## src/rtl/shr_pkg.sv

```systemverilog
package shr_pkg;

  typedef enum logic [2:0] {
    OP_ASL  = 3'd0,
    OP_ASR  = 3'd1,
    OP_LSL  = 3'd2,
    OP_LSR  = 3'd3,
    OP_ROL  = 3'd4,
    OP_ROR  = 3'd5,
    OP_RSV6 = 3'd6,
    OP_RSV7 = 3'd7
  } shr_op_e;

  typedef enum logic [1:0] {
    CLS_ACC  = 2'd0,
    CLS_R32  = 2'd1,
    CLS_R16  = 2'd2,
    CLS_R16B = 2'd3
  } shr_cls_e;

  typedef struct packed {
    logic c;
    logic v;
    logic n;
    logic z;
  } shr_flags_t;

  localparam int NUM_LANES = 3;

endpackage

```

## src/rtl/shr_arith_lane.sv

```systemverilog
module shr_arith_lane #(
  parameter int W = 36
) (
  input  logic [W-1:0] src,
  input  logic         go_right,
  output logic [W-1:0] res,
  output logic         c_out,
  output logic         v_out
);
  always_comb begin
    if (go_right) begin
      res   = {src[W-1], src[W-1:1]};
      c_out = src[0];
      v_out = 1'b0;
    end else begin
      res   = {src[W-2:0], 1'b0};
      c_out = src[W-1];
      v_out = src[W-1] ^ src[W-2];
    end
  end
endmodule

```

## src/rtl/shr_word_rot.sv

```systemverilog
module shr_word_rot #(
  parameter int W = 16
) (
  input  logic [W-1:0] word_in,
  input  logic         go_right,
  input  logic         rotate,
  input  logic         cin,
  output logic [W-1:0] word_out,
  output logic         c_out
);
  logic fill_bit;
  assign fill_bit = rotate & cin;

  always_comb begin
    if (go_right) begin
      word_out = {fill_bit, word_in[W-1:1]};
      c_out    = word_in[0];
    end else begin
      word_out = {word_in[W-2:0], fill_bit};
      c_out    = word_in[W-1];
    end
  end
endmodule

```

## src/rtl/shr_unit.sv

```systemverilog
module shr_unit
  import shr_pkg::*;
#(
  parameter int ACC_W  = 36,
  parameter int REG_W  = 32,
  parameter int WORD_W = 16
) (
  input  logic             clk,
  input  logic             rst_n,
  input  logic             in_valid,
  input  logic [2:0]       op_sel,
  input  logic [1:0]       opnd_class,
  input  logic [ACC_W-1:0] operand,
  input  logic             carry_in,
  output logic             out_valid,
  output logic [ACC_W-1:0] result,
  output logic             flag_c,
  output logic             flag_v,
  output logic             flag_n,
  output logic             flag_z
);
  localparam int HI_LSB = WORD_W;
  localparam int HI_MSB = 2 * WORD_W - 1;

  function automatic int lane_width(input logic [1:0] idx);
    case (idx)
      2'd0:    return ACC_W;
      2'd1:    return REG_W;
      default: return WORD_W;
    endcase
  endfunction

  function automatic logic [ACC_W-1:0] width_mask(input int w);
    logic [ACC_W-1:0] m;
    for (int i = 0; i < ACC_W; i++) m[i] = (i < w);
    return m;
  endfunction

  shr_op_e op;
  assign op = shr_op_e'(op_sel);

  logic [1:0] lane_idx;
  logic       go_right, is_arith, is_word, is_rotate, wide_word;
  assign lane_idx  = (opnd_class == CLS_ACC) ? 2'd0 :
                     (opnd_class == CLS_R32) ? 2'd1 : 2'd2;
  assign go_right  = (op == OP_ASR) || (op == OP_LSR) || (op == OP_ROR);
  assign is_arith  = (op == OP_ASL) || (op == OP_ASR);
  assign is_rotate = (op == OP_ROL) || (op == OP_ROR);
  assign is_word   = (op == OP_LSL) || (op == OP_LSR) || is_rotate;
  assign wide_word = (lane_idx != 2'd2);

  logic [ACC_W-1:0] lane_res [NUM_LANES];
  logic             lane_c   [NUM_LANES];
  logic             lane_v   [NUM_LANES];

  for (genvar g = 0; g < NUM_LANES; g++) begin : g_lane
    localparam int LW = (g == 0) ? ACC_W : (g == 1) ? REG_W : WORD_W;
    logic [LW-1:0] lres;
    shr_arith_lane #(.W(LW)) u_lane (
      .src      (operand[LW-1:0]),
      .go_right (go_right),
      .res      (lres),
      .c_out    (lane_c[g]),
      .v_out    (lane_v[g])
    );
    assign lane_res[g] = ACC_W'(lres);
  end

  logic [ACC_W-1:0] arith_res;
  logic             arith_c, arith_v;
  assign arith_res = lane_res[lane_idx];
  assign arith_c   = lane_c[lane_idx];
  assign arith_v   = lane_v[lane_idx];

  logic [WORD_W-1:0] word_src, word_new;
  logic              word_c;
  assign word_src = wide_word ? operand[HI_MSB:HI_LSB] : operand[WORD_W-1:0];

  shr_word_rot #(.W(WORD_W)) u_word (
    .word_in  (word_src),
    .go_right (go_right),
    .rotate   (is_rotate),
    .cin      (carry_in),
    .word_out (word_new),
    .c_out    (word_c)
  );

  logic [ACC_W-1:0] class_masked;
  logic [ACC_W-1:0] word_res;
  assign class_masked = operand & width_mask(lane_width(lane_idx));

  always_comb begin
    word_res = class_masked;
    if (wide_word) word_res[HI_MSB:HI_LSB] = word_new;
    else           word_res[WORD_W-1:0]   = word_new;
  end

  logic [ACC_W-1:0] nx_result;
  shr_flags_t       nx_flags;

  always_comb begin
    if (is_arith) begin
      nx_result  = arith_res;
      nx_flags.c = arith_c;
      nx_flags.v = arith_v;
      nx_flags.n = arith_res[lane_width(lane_idx) - 1];
      nx_flags.z = (arith_res == '0);
    end else if (is_word) begin
      nx_result  = word_res;
      nx_flags.c = word_c;
      nx_flags.v = 1'b0;
      nx_flags.n = word_new[WORD_W-1];
      nx_flags.z = (word_new == '0);
    end else begin
      nx_result  = class_masked;
      nx_flags   = '0;
    end
  end

  always_ff @(posedge clk or negedge rst_n) begin
    if (!rst_n) begin
      out_valid <= 1'b0;
      result    <= '0;
      flag_c    <= 1'b0;
      flag_v    <= 1'b0;
      flag_n    <= 1'b0;
      flag_z    <= 1'b0;
    end else begin
      out_valid <= in_valid;
      if (in_valid) begin
        result <= nx_result;
        flag_c <= nx_flags.c;
        flag_v <= nx_flags.v;
        flag_n <= nx_flags.n;
        flag_z <= nx_flags.z;
      end
    end
  end

endmodule

```

## config.mk

```make
export PLATFORM = sky130hd
export DESIGN_NAME = shr_unit
export DESIGN_NICKNAME = d
export VERILOG_FILES = /design/src/rtl/shr_pkg.sv /design/src/rtl/shr_arith_lane.sv /design/src/rtl/shr_word_rot.sv /design/src/rtl/shr_unit.sv
export SDC_FILE = /design/constraint.sdc
export NUM_CORES = 1
export LEC_CHECK = 0
export ABC_AREA = 1
export ABC_CLOCK_PERIOD_IN_PS = 800
export BUFFER_PORTS_ARGS = -buffer_cell sky130_fd_sc_hd__buf_2
export CORE_ASPECT_RATIO = 0.9
export CORE_UTILIZATION = 39
export CTS_BUF_LIST = sky130_fd_sc_hd__clkbuf_4 sky130_fd_sc_hd__clkbuf_8 sky130_fd_sc_hd__clkbuf_16
export CTS_CLUSTER_SIZE = 12
export DETAILED_ROUTE_END_ITERATION = 10
export GPL_ROUTABILITY_DRIVEN = 0
export MAX_ROUTING_LAYER = met4
export SYNTH_ARGS = -nofsm -noshare
export SYNTH_HDL_FRONTEND = slang
export SYNTH_SLANG_ARGS = --single-unit
```

## constraint.sdc

```tcl
create_clock -name clk -period 0.8 [get_ports clk]
set_clock_uncertainty 0.1 [all_clocks]
set_input_delay 0.16 -clock clk [delete_from_list [all_inputs] [get_ports clk]]
set_output_delay 0.16 -clock clk [all_outputs]
set_load 0.02 [all_outputs]
```

# Word level (Yosys, flattened, before mapping)
# Cells that the tools add are included.
# op_classes
add_sub_neg,1
n_lt_le_gt_ge,38
eq_ne,8
n_mux,34
bitwise_logic,6
n_reduce_logical,11
# ops
op,count
$lt 6x32->1 const A,16
$lt 5x32->1 const A,8
$mux 36,4
$lt 4x32->1 const A,4
$lt 7x32->1 const A,4
$mux 32,3
$mux 16,5
$bmux 36 s2,1
$lt 3x32->1 const A,2
$and 36x36->36,1
$logic_not 36->1,1
$lt 1x32->1 const A,1
$lt 2x32->1 const A,1
$lt 32x8->1 const B,1
$sub 32x2->32 const B,1
$logic_not 16->1,1
$mux 1,13
$pmux 6 s2,1
$mux 4,2
$bmux 1 s6,1
$eq 3x2->1 const B,2
$eq 3x3->1 const B,2
$logic_or 1x1->1,6
$bmux 1 s2,2
other kinds (10),15
# totals
regBits,41
inputBits,45
out_inout_bits,41
wordCells,104

# Depth between registers and ports, before layout
# Gate-level depths: netlist of the first run.
# logic_depth
ltp_word,11
mapped_depth,14
mapped_depth_nobuf,13

# By module
# Synthesis of the first run repeated with hierarchy kept, for this count alone.
# hier_totals
cells_unflattened,858
area_unflattened_um2,4727.0
# modules_own_cells
mod,instances,cells_each,area_per_inst_um2,seq_area_each_um2
shr_unit,1,519,3136.8,1026.0
shr_arith_lane (g_lane[0].u_lane),1,120,499.2,0.0
shr_arith_lane (g_lane[1].u_lane),1,108,491.7,0.0
shr_arith_lane (g_lane[2].u_lane),1,56,301.5,0.0
shr_word_rot,1,55,297.8,0.0

# Worst setup path after synthesis of the first run
# Ideal clock, no wire load.
# synth_timing
path_type,input to register
start,input port op_sel[1]
end,register result[25]
setup_time_ns,0.137
t_arrival_ns,1.273
t_required_ns,0.563
path_slack_ns,-0.710
path_stages,7
path_buffers,2
cell_sequence,inv_1 ha_1 clkbuf_1 clkbuf_1 o21ai_0 o22ai_1 a21oi_1
# synth_between
elab_chain_len,8
elab_cells_between_ends,21
cone_classes,eq/ne (5); mux (9); reduce/logical (7)
# synth_rtl
item,line,text
from (decl),shr_unit.sv:11,"input logic [2:0] op_sel,"
$eq 3x1->1 or $eq 3x2->1 (tied branches),"shr_unit.sv:46, shr_unit.sv:47, shr_unit.sv:49",
$logic_or 1x1->1 (2 in a row),shr_unit.sv:46,assign go_right = (op == OP_ASR) || (op == OP_LSR) || (op == OP_ROR);
$mux 32 or $mux 36 (tied branches),shr_arith_lane.sv:11,if (go_right) begin
$bmux 36 s2,shr_unit.sv:71,assign arith_res = lane_res[lane_idx];
$mux 36 (not written as such) (2 in a row),shr_unit.sv:71,
$mux 36 *,shr_unit.sv:102,if (is_arith) begin
to (signal assigned),shr_unit.sv:131,result <= nx_result;
to (decl),shr_unit.sv:16,"output logic [ACC_W-1:0] result,"
# Mark *: on every way between the ends. The rest lies on a longest branch, timed or not. The select of a mux whose other input is x is not followed.
# A chain may end at the register's enable or synchronous reset.

# Worst setup path in the final report of the first run
# layout_timing
start,input port op_sel[2]
end,register result[18]
# Same word-level chain as after synthesis.

==> results.ini, run 1 <==
[drt]
wl_met3_um=1481
route.detailed.drc=0
wire_per_inst_um=17.73
met2WireLength_um=6921
top_layer=met4
dr.pass1.iters=5
postRouteAntennaNets=0
wl_met1_um=6217
via_count=4756
avgViaCountPerCell=5.615
drt_wl_total_um=15020
dr.first_iter.drc_count=498

[yosys]
ys.flop_type=dfrtp_1
synth_top_family_by_area=simple AND/OR/NAND/NOR gates
syn_nets=567
synth.cell_area_um2=3312
synth-compound-area-share_pct=19.87
synth_mux_area_share_pct=0
ys_ff_latch=41
synthArstFlopShare_pct=100.0
synthAdderAreaFrac_pct=0.7556
synth-xor-area-share_pct=0.2645
syn_area_per_cell_um2=6.369
ys_seq_area_share_pct=30.98
yosys.cell_types.count=36
syn_inst=520
synth-simple-area-share_pct=37.21
synth_edf_count=0
synth_warnings=0

[clock_tree]
numCtsBuffers=5
cts_sinks=41
cts_max_level=2
clk_pin_slew_worst_paths_ns=0.10
clock_path_buffers=2
clk-insertion-delay-late_ns=0.31
cts_tree=built
clockRootBuffer=clkbuf_8

[timing]
rsz0062_at_grt=yes
finalSetupViolations=81
timing_hold_violations_final=0
postLayoutSetupSlackWorst_ns=-0.5046
drv_slew=0
min_period_ns=1.305
worst_pin_slew_ns=0.2923
maxSlewHeadroom_pct=80.51
fmax_mhz=766.5
fin_crit_sh_pct=163.1

[global_route]
grt.overflow.total=0
grt_max_degree=42
grt_pass1_wl_um=22330
grt_pass1_vias=4424
antenna_found_initial=0
grt_usage_pct=33.46

[worst_setup_path]
cp_max_fo=9
reg2reg_setup_slack_ns=-0.27
cp.required_ns=0.95
r2r-end=result[16]
cp-end-kind=flip-flop
cp.arrival_ns=1.45
cp-start-kind=input pin
reg2reg_from=result[16]
r2r_cells=4
worstSetupPathType=input pin to flip-flop

[die]
num_rows=31
die-height_um=89.43
coreArea_um2=8145
dieArea_um2=8865
io-pin-count=86
die-width_um=99.14
initial_core_util_pct=40.66

[final_layout]
drive_above_1_share_pct=54.01
layout_common_cells=buf_4 (129), nand2_1 (126), buf_6 (55)
antenna_cells=0
finish.net_count=794
mostFrequentLayoutCell=buf_4
syn2layout_area_growth_pct=88.86

[placed_design]
port_buffers=85
post-dp-hpwl_um=9250
place_ws_ns=-0.9996

[job]
maxCapViolations=0

[min_path]
hold_depth=3
hold_class=input pin to flip-flop
min_from=operand[5]
hold_end=result[5]

[pwr]
leakage_nw=3.094
power_density_nw_per_um2=1415
totalPowerFinal_mw=8.853
peakVddDrop_uv=1085

[run_status]
violations=setup timing
status=complete, but fails checks

## repair_timing
action | CTS | global route
cloned | 9 | 1
hold buffers | 1 | 0
endpoints found under the hold margin | 41 | 0
setup endpoints to repair | 81 | 81
resized for setup | 170 | 97
setup buffers | 30 | 25
pin swaps | 33 | 51
## flip-flops by register name (all words and copies together), names as in the netlist
name / count
flag_v: 1
out_valid: 1
flag_z: 1
flag_n: 1
flag_c: 1
result: 36
## synth_stat cells (4+ instances only)
cell type	number	share of area, %
buf_2	6	0.91
a21oi_1	35	5.3
inv_1	36	4.1
nand2_2	10	1.9
o21ai_1	4	0.60
a221oi_1	11	2.9
clkbuf_1	9	1.0
nand3_1	32	4.8
nor2_1	70	7.9
o21ai_0	24	3.6
o22ai_1	16	3.0
nand2_1	177	20
buf_6	10	3.4
dfrtp_1	41	31
buf_4	4	0.91
## stage by stage
| step | instances | area (µm²) | setup TNS, ns | hold WS, ns | utilization, % |
|---|---|---|---|---|---|
| 2_1_floorplan | 520 | 3526 | -15.80 | -0.2356 | - |
| 3_3_place_gp | 777 | 4659 | -30.92 | 0.05420 | 57.20 |
| 3_5_place_dp | 777 | 4659 | -31.27 | 0.05670 | 57.20 |
| 4_1_cts | 824 | 5742 | -26.86 | 0.1201 | 70.49 |
| 5_1_grt | 847 | 6255 | -32.17 | 0.1189 | 76.79 |
| 6_report | 847 | 6255 | -29.01 | 0.1122 | 76.79 |
## worst max-delay path, stage by stage
cell	delay, ns
buf_12	0.11
nand2_8	0.10
nand2_8	0.11
buf_12	0.17
clkinv_16	0.06
nand2_2	0.06
nand2_4	0.08
nand2_2	0.06
buf_4	0.13
buf_4	0.12
nor2_1	0.08
o22ai_1	0.07
a21oi_1	0.12
## metal layers
| metal | vias up | GRT usage (%) |
|---|---|---|
| met3 | 37 | 4.926 |
| met5 | - | - |
| met2 | 298 | 52.07 |
| li1 | 2183 | - |
| met4 | 0 | 10.96 |
| met1 | 2238 | 44.92 |
## report_power, final
| group | internal, mW | switching (mW) |
|---|---|---|
| sequential | 2.33 | 0.194 |
| clock | 1.02 | 0.865 |
| combinational | 2.18 | 2.27 |
| total | 5.53 | 3.32 |
## worst max-delay path by stage
stage          cells past startpoint          to  slack, ns     startpoint
5_1_grt                           14      flag_z      -0.66      op_sel[1]
3_5_place_dp                      14      flag_z       -1.0      op_sel[1]
6_report                          13  result[18]      -0.50      op_sel[2]
3_3_place_gp                      14      flag_z      -1.00      op_sel[1]
4_1_cts                           14      flag_z      -0.45      op_sel[1]
2_1_floorplan                     13      flag_z      -0.54  opnd_class[1]
## kinds of logic (layout without fill, tap and decap cells)
family	after synthesis	after routing
buffers and inverters	69	296
AND/OR/NAND/NOR	299	300
AO/OA/AOI/OAI	108	108
XOR/XNOR	1	1
flip-flops	41	41
adder cells (fa/ha/maj)	2	2
## cell type report
| type | instances | area (µm²) |
|---|---|---|
| Clock buffer | 6 | 82.58 |
| Clock inverter | 2 | 37.54 |
| Fill cell | 566 | 1891 |
| Inverter | 39 | 227.7 |
| Multi-Input combinational cell | 411 | 2504 |
| Sequential cell | 41 | 1026 |
| Tap cell | 99 | 123.9 |
| Timing Repair Buffer | 245 | 2218 |
| Timing Repair inverter | 4 | 35.03 |
Note: power is estimated with default switching activity, not from simulation.
==> run 2, diff against run 1 <==
--- a/config.mk
+++ b/config.mk
@@ -15,6 +15,8 @@
 export DETAILED_ROUTE_END_ITERATION = 10
 export GPL_ROUTABILITY_DRIVEN = 0
 export MAX_ROUTING_LAYER = met4
+export SKIP_CTS_REPAIR_TIMING = 1
 export SYNTH_ARGS = -nofsm -noshare
 export SYNTH_HDL_FRONTEND = slang
+export SYNTH_HIERARCHICAL = 1
 export SYNTH_SLANG_ARGS = --single-unit
==> run 2 against run 1 <==
The run still ends with setup timing left; die area increased by 42%; sequential cell count did not move; worst hold slack got worse by 0.049 ns; wire length grew 29%; sequential power hardly changed; area after synthesis rose by 43%; global-route usage shrank 3.1 points; via count rose by 36%; core utilization shrank 11 points; worst setup slack lost 0.35 ns; non-clock buffer count grew 45; cell area increased by 22%; largest cell class unchanged; highest routed layer unchanged.
==> results.ini, run 2 <==
[yosys]
synth_warnings=6  ; was 0
syn_area_per_cell_um2=5.509  ; was 6.369 µm²
synth_edf_count=0  ; unchanged
ys_ff_latch=41  ; unchanged
synth.cell_area_um2=4727  ; was 3312 µm²
synth_area_leaders=nand2_1 (36%), dfrtp_1 (22%), nand2_2 (6.6%), o21ai_0 (6.1%), nand3_1 (5.3%)  ; was dfrtp_1 (31%), nand2_1 (20%), nor2_1 (7.9%), a21oi_1 (5.3%), nand3_1 (4.8%)
synth_common_cells=nand2_1 (454), o21ai_0 (58), inv_1 (52)  ; was nand2_1 (177), nor2_1 (70), dfrtp_1 (41)
synthArstFlopShare_pct=100.0  ; unchanged
ys_seq_area_share_pct=21.70  ; was 30.98%
ys.flop_type=dfrtp_1  ; unchanged
yosys.cell_types.count=29  ; was 36
synth_top_area_share_pct=36.05  ; was 30.98%
yosys.cell_count.top_type=nand2_1  ; unchanged
yosysTopAreaCell=nand2_1  ; was dfrtp_1
syn_nets=905  ; was 567
syn_inst=858  ; was 520

[worst_setup_path]
r2r_cells=3  ; was 4
cp.required_ns=0.92  ; was 0.95 ns
worstSetupPathType=input pin to flip-flop  ; unchanged
endpoint=flag_z  ; was result[18]
cp.arrival_ns=1.77  ; was 1.45 ns
reg2reg_setup_slack_ns=-0.15  ; was -0.27 ns
cp_max_fo=34  ; was 9
cp-start-kind=input pin  ; unchanged
r2r-end=result[0]  ; was result[16]
cp-end-kind=flip-flop  ; unchanged
reg2reg_from=result[0]  ; was result[16]
critPathLaunch=op_sel[2]  ; unchanged

[timing]
min_period_ns=1.655  ; was 1.305 ns
finalSetupViolations=81  ; unchanged
postLayoutSetupSlackWorst_ns=-0.8553  ; was -0.5046 ns
drv_slew=0  ; unchanged
timing_hold_violations_final=0  ; unchanged
fin_crit_sh_pct=206.9  ; was 163.1%
maxSlewHeadroom_pct=75.27  ; was 80.51%
fmax_mhz=604.1  ; was 766.5 MHz
fin_tns_setup_ns=-33.19  ; was -29.01 ns
hold_slack_ns=0.06299  ; was 0.1122 ns
worst_pin_slew_ns=0.3675  ; was 0.2923 ns
rsz0062_at_grt=yes  ; unchanged

[clock_tree]
numCtsBuffers=5  ; unchanged
clock_path_buffers=2  ; unchanged
cts_max_level=2  ; unchanged
cts_tree=built  ; unchanged
clk-insertion-delay-late_ns=0.29  ; was 0.31 ns
cts_sinks=41  ; unchanged
clk_pin_slew_worst_paths_ns=0.07  ; was 0.10 ns
clockRootBuffer=clkbuf_16  ; was clkbuf_8

[global_route]
grt_usage_pct=30.38  ; was 33.46%
grt_pass1_wl_um=29210  ; was 22330 µm
grt.overflow.total=0  ; unchanged
antenna_found_initial=0  ; unchanged
grt_pass1_vias=5674  ; was 4424
grt_max_degree=42  ; unchanged

[final_layout]
largest_reg_flops=36  ; unchanged
regMostFlops=result  ; unchanged
mostFrequentLayoutCell=nand2_1  ; was buf_4
antenna_cells=0  ; unchanged
drive_above_1_share_pct=38.28  ; was 54.01%
finish.net_count=1151  ; was 794
final_area_um2=7624  ; was 6255 µm²
syn2layout_area_growth_pct=61.28  ; was 88.86%
fin_cells=1261  ; was 847
layout_common_cells=nand2_1 (426), buf_4 (174), nand2_2 (65)  ; was buf_4 (129), nand2_1 (126), buf_6 (55)

[pwr]
swShare_pct=38.63  ; was 37.56%
leakage_nw=4.233  ; was 3.094 nW
pwr-share-comb_pct=52.2  ; was 50.2%
totalPowerFinal_mw=9.750  ; was 8.853 mW
power.switching_mw=3.767  ; was 3.325 mW
peakVddDrop_uv=883.9  ; was 1085 µV
power.share.sequential_pct=25.8  ; was 28.5%
power_density_nw_per_um2=1279  ; was 1415 nW/µm²
p_clk_share_pct=22.0  ; was 21.3%
p_int_mw=5.983  ; was 5.528 mW

[placed_design]
placed_cells=1213  ; was 777
placed_area_um2=6494  ; was 4659 µm²
port_buffers=85  ; unchanged
post-dp-hpwl_um=13620  ; was 9250 µm

[job]
maxCapViolations=0  ; unchanged

[run_status]
status=complete, but fails checks  ; unchanged
violations=setup timing  ; unchanged

[die]
dieArea_um2=12570  ; was 8865 µm²
die-width_um=118.1  ; was 99.14 µm
die-height_um=106.4  ; was 89.43 µm
io-pin-count=86  ; unchanged
initial_core_util_pct=40.68  ; was 40.66%
coreArea_um2=11620  ; was 8145 µm²
num_rows=37  ; was 31

[drt]
via_count=6459  ; was 4756
drt_wl_total_um=19380  ; was 15020 µm
wire_per_inst_um=15.36  ; was 17.73 µm
avgViaCountPerCell=5.122  ; was 5.615
postRouteAntennaNets=0  ; unchanged
dr.pass1.iters=5  ; unchanged
dr.first_iter.drc_count=613  ; was 498
route.detailed.drc=0  ; unchanged

[min_path]
hold_class=input pin to flip-flop  ; unchanged
hold_depth=3  ; unchanged

==> run 2: worst min path at each step <==
stage | from | end
2_1_floorplan | rst_n | flag_c
3_3_place_gp | rst_n | result[35]
3_5_place_dp | rst_n | result[32]
4_1_cts | rst_n | result[32]
5_1_grt | operand[32] | result[32]
6_report | operand[32] | result[32]
==> run 2: area by class of cell <==
type / instances / area (µm²)
Clock buffer: 6 / 138.9
Clock inverter: 2 / 13.76
Fill cell: 1084 / 3996
Inverter: 59 / 269.0
Multi-Input combinational cell: 707 / 3403
Sequential cell: 41 / 1026
Tap cell: 156 / 195.2
Timing Repair Buffer: 290 / 2577
==> run 2: critical path, stage by stage <==
cell	delay (ns)
buf_8	0.10
a21boi_4	0.20
buf_12	0.19
inv_8	0.11
buf_4	0.15
nand2_1	0.05
nand2_1	0.05
nand2_1	0.05
nand2_1	0.07
inv_2	0.08
nand3_1	0.10
nor2_2	0.12
nand2_1	0.07
nor2_1	0.09
nand2_1	0.06
a21oi_1	0.11
==> run 2: per-stage QoR <==
step           setup slack (ns)  util (%)
3_5_place_dp             -1.188     55.88
2_1_floorplan           -0.8102         -
3_3_place_gp             -1.193     55.88
4_1_cts                 -0.8837     57.20
6_report                -0.8553     65.61
5_1_grt                 -0.9987     65.61
==> run 2: logic make-up after synthesis <==
| kind of cell | count (synthesis) | share of synthesized area (%) |
|---|---|---|
| and+or+nand+nor | 610 | 52.88 |
| buffers and inverters | 110 | 12.84 |
| AOI/OAI and AO/OA | 95 | 12.04 |
| DFF | 41 | 21.70 |
| adders and majority gates | 2 | 0.5293 |
==> run 2: per-layer routing <==
metal	up-vias	part of all wire (%)	wire, µm	global-route usage (%)
met1	2948	44	8591	40.37
li1	3192	-	-	-
met4	0	3.1	601	9.982
met2	277	45	8812	46.89
met5	-	0	0	-
met3	42	7.1	1370	4.989
==> run 2: power by group through the flow <==
stage               Clock (mW)  Combinational [mW]  Sequential [mW]
finish                    2.14                5.09             2.52
global route              2.29                5.51             2.54
CTS                       2.17                4.13             2.46
detailed placement           0                4.11             2.49
global placement             0                4.10             2.48
floorplan                    0                2.06             2.80
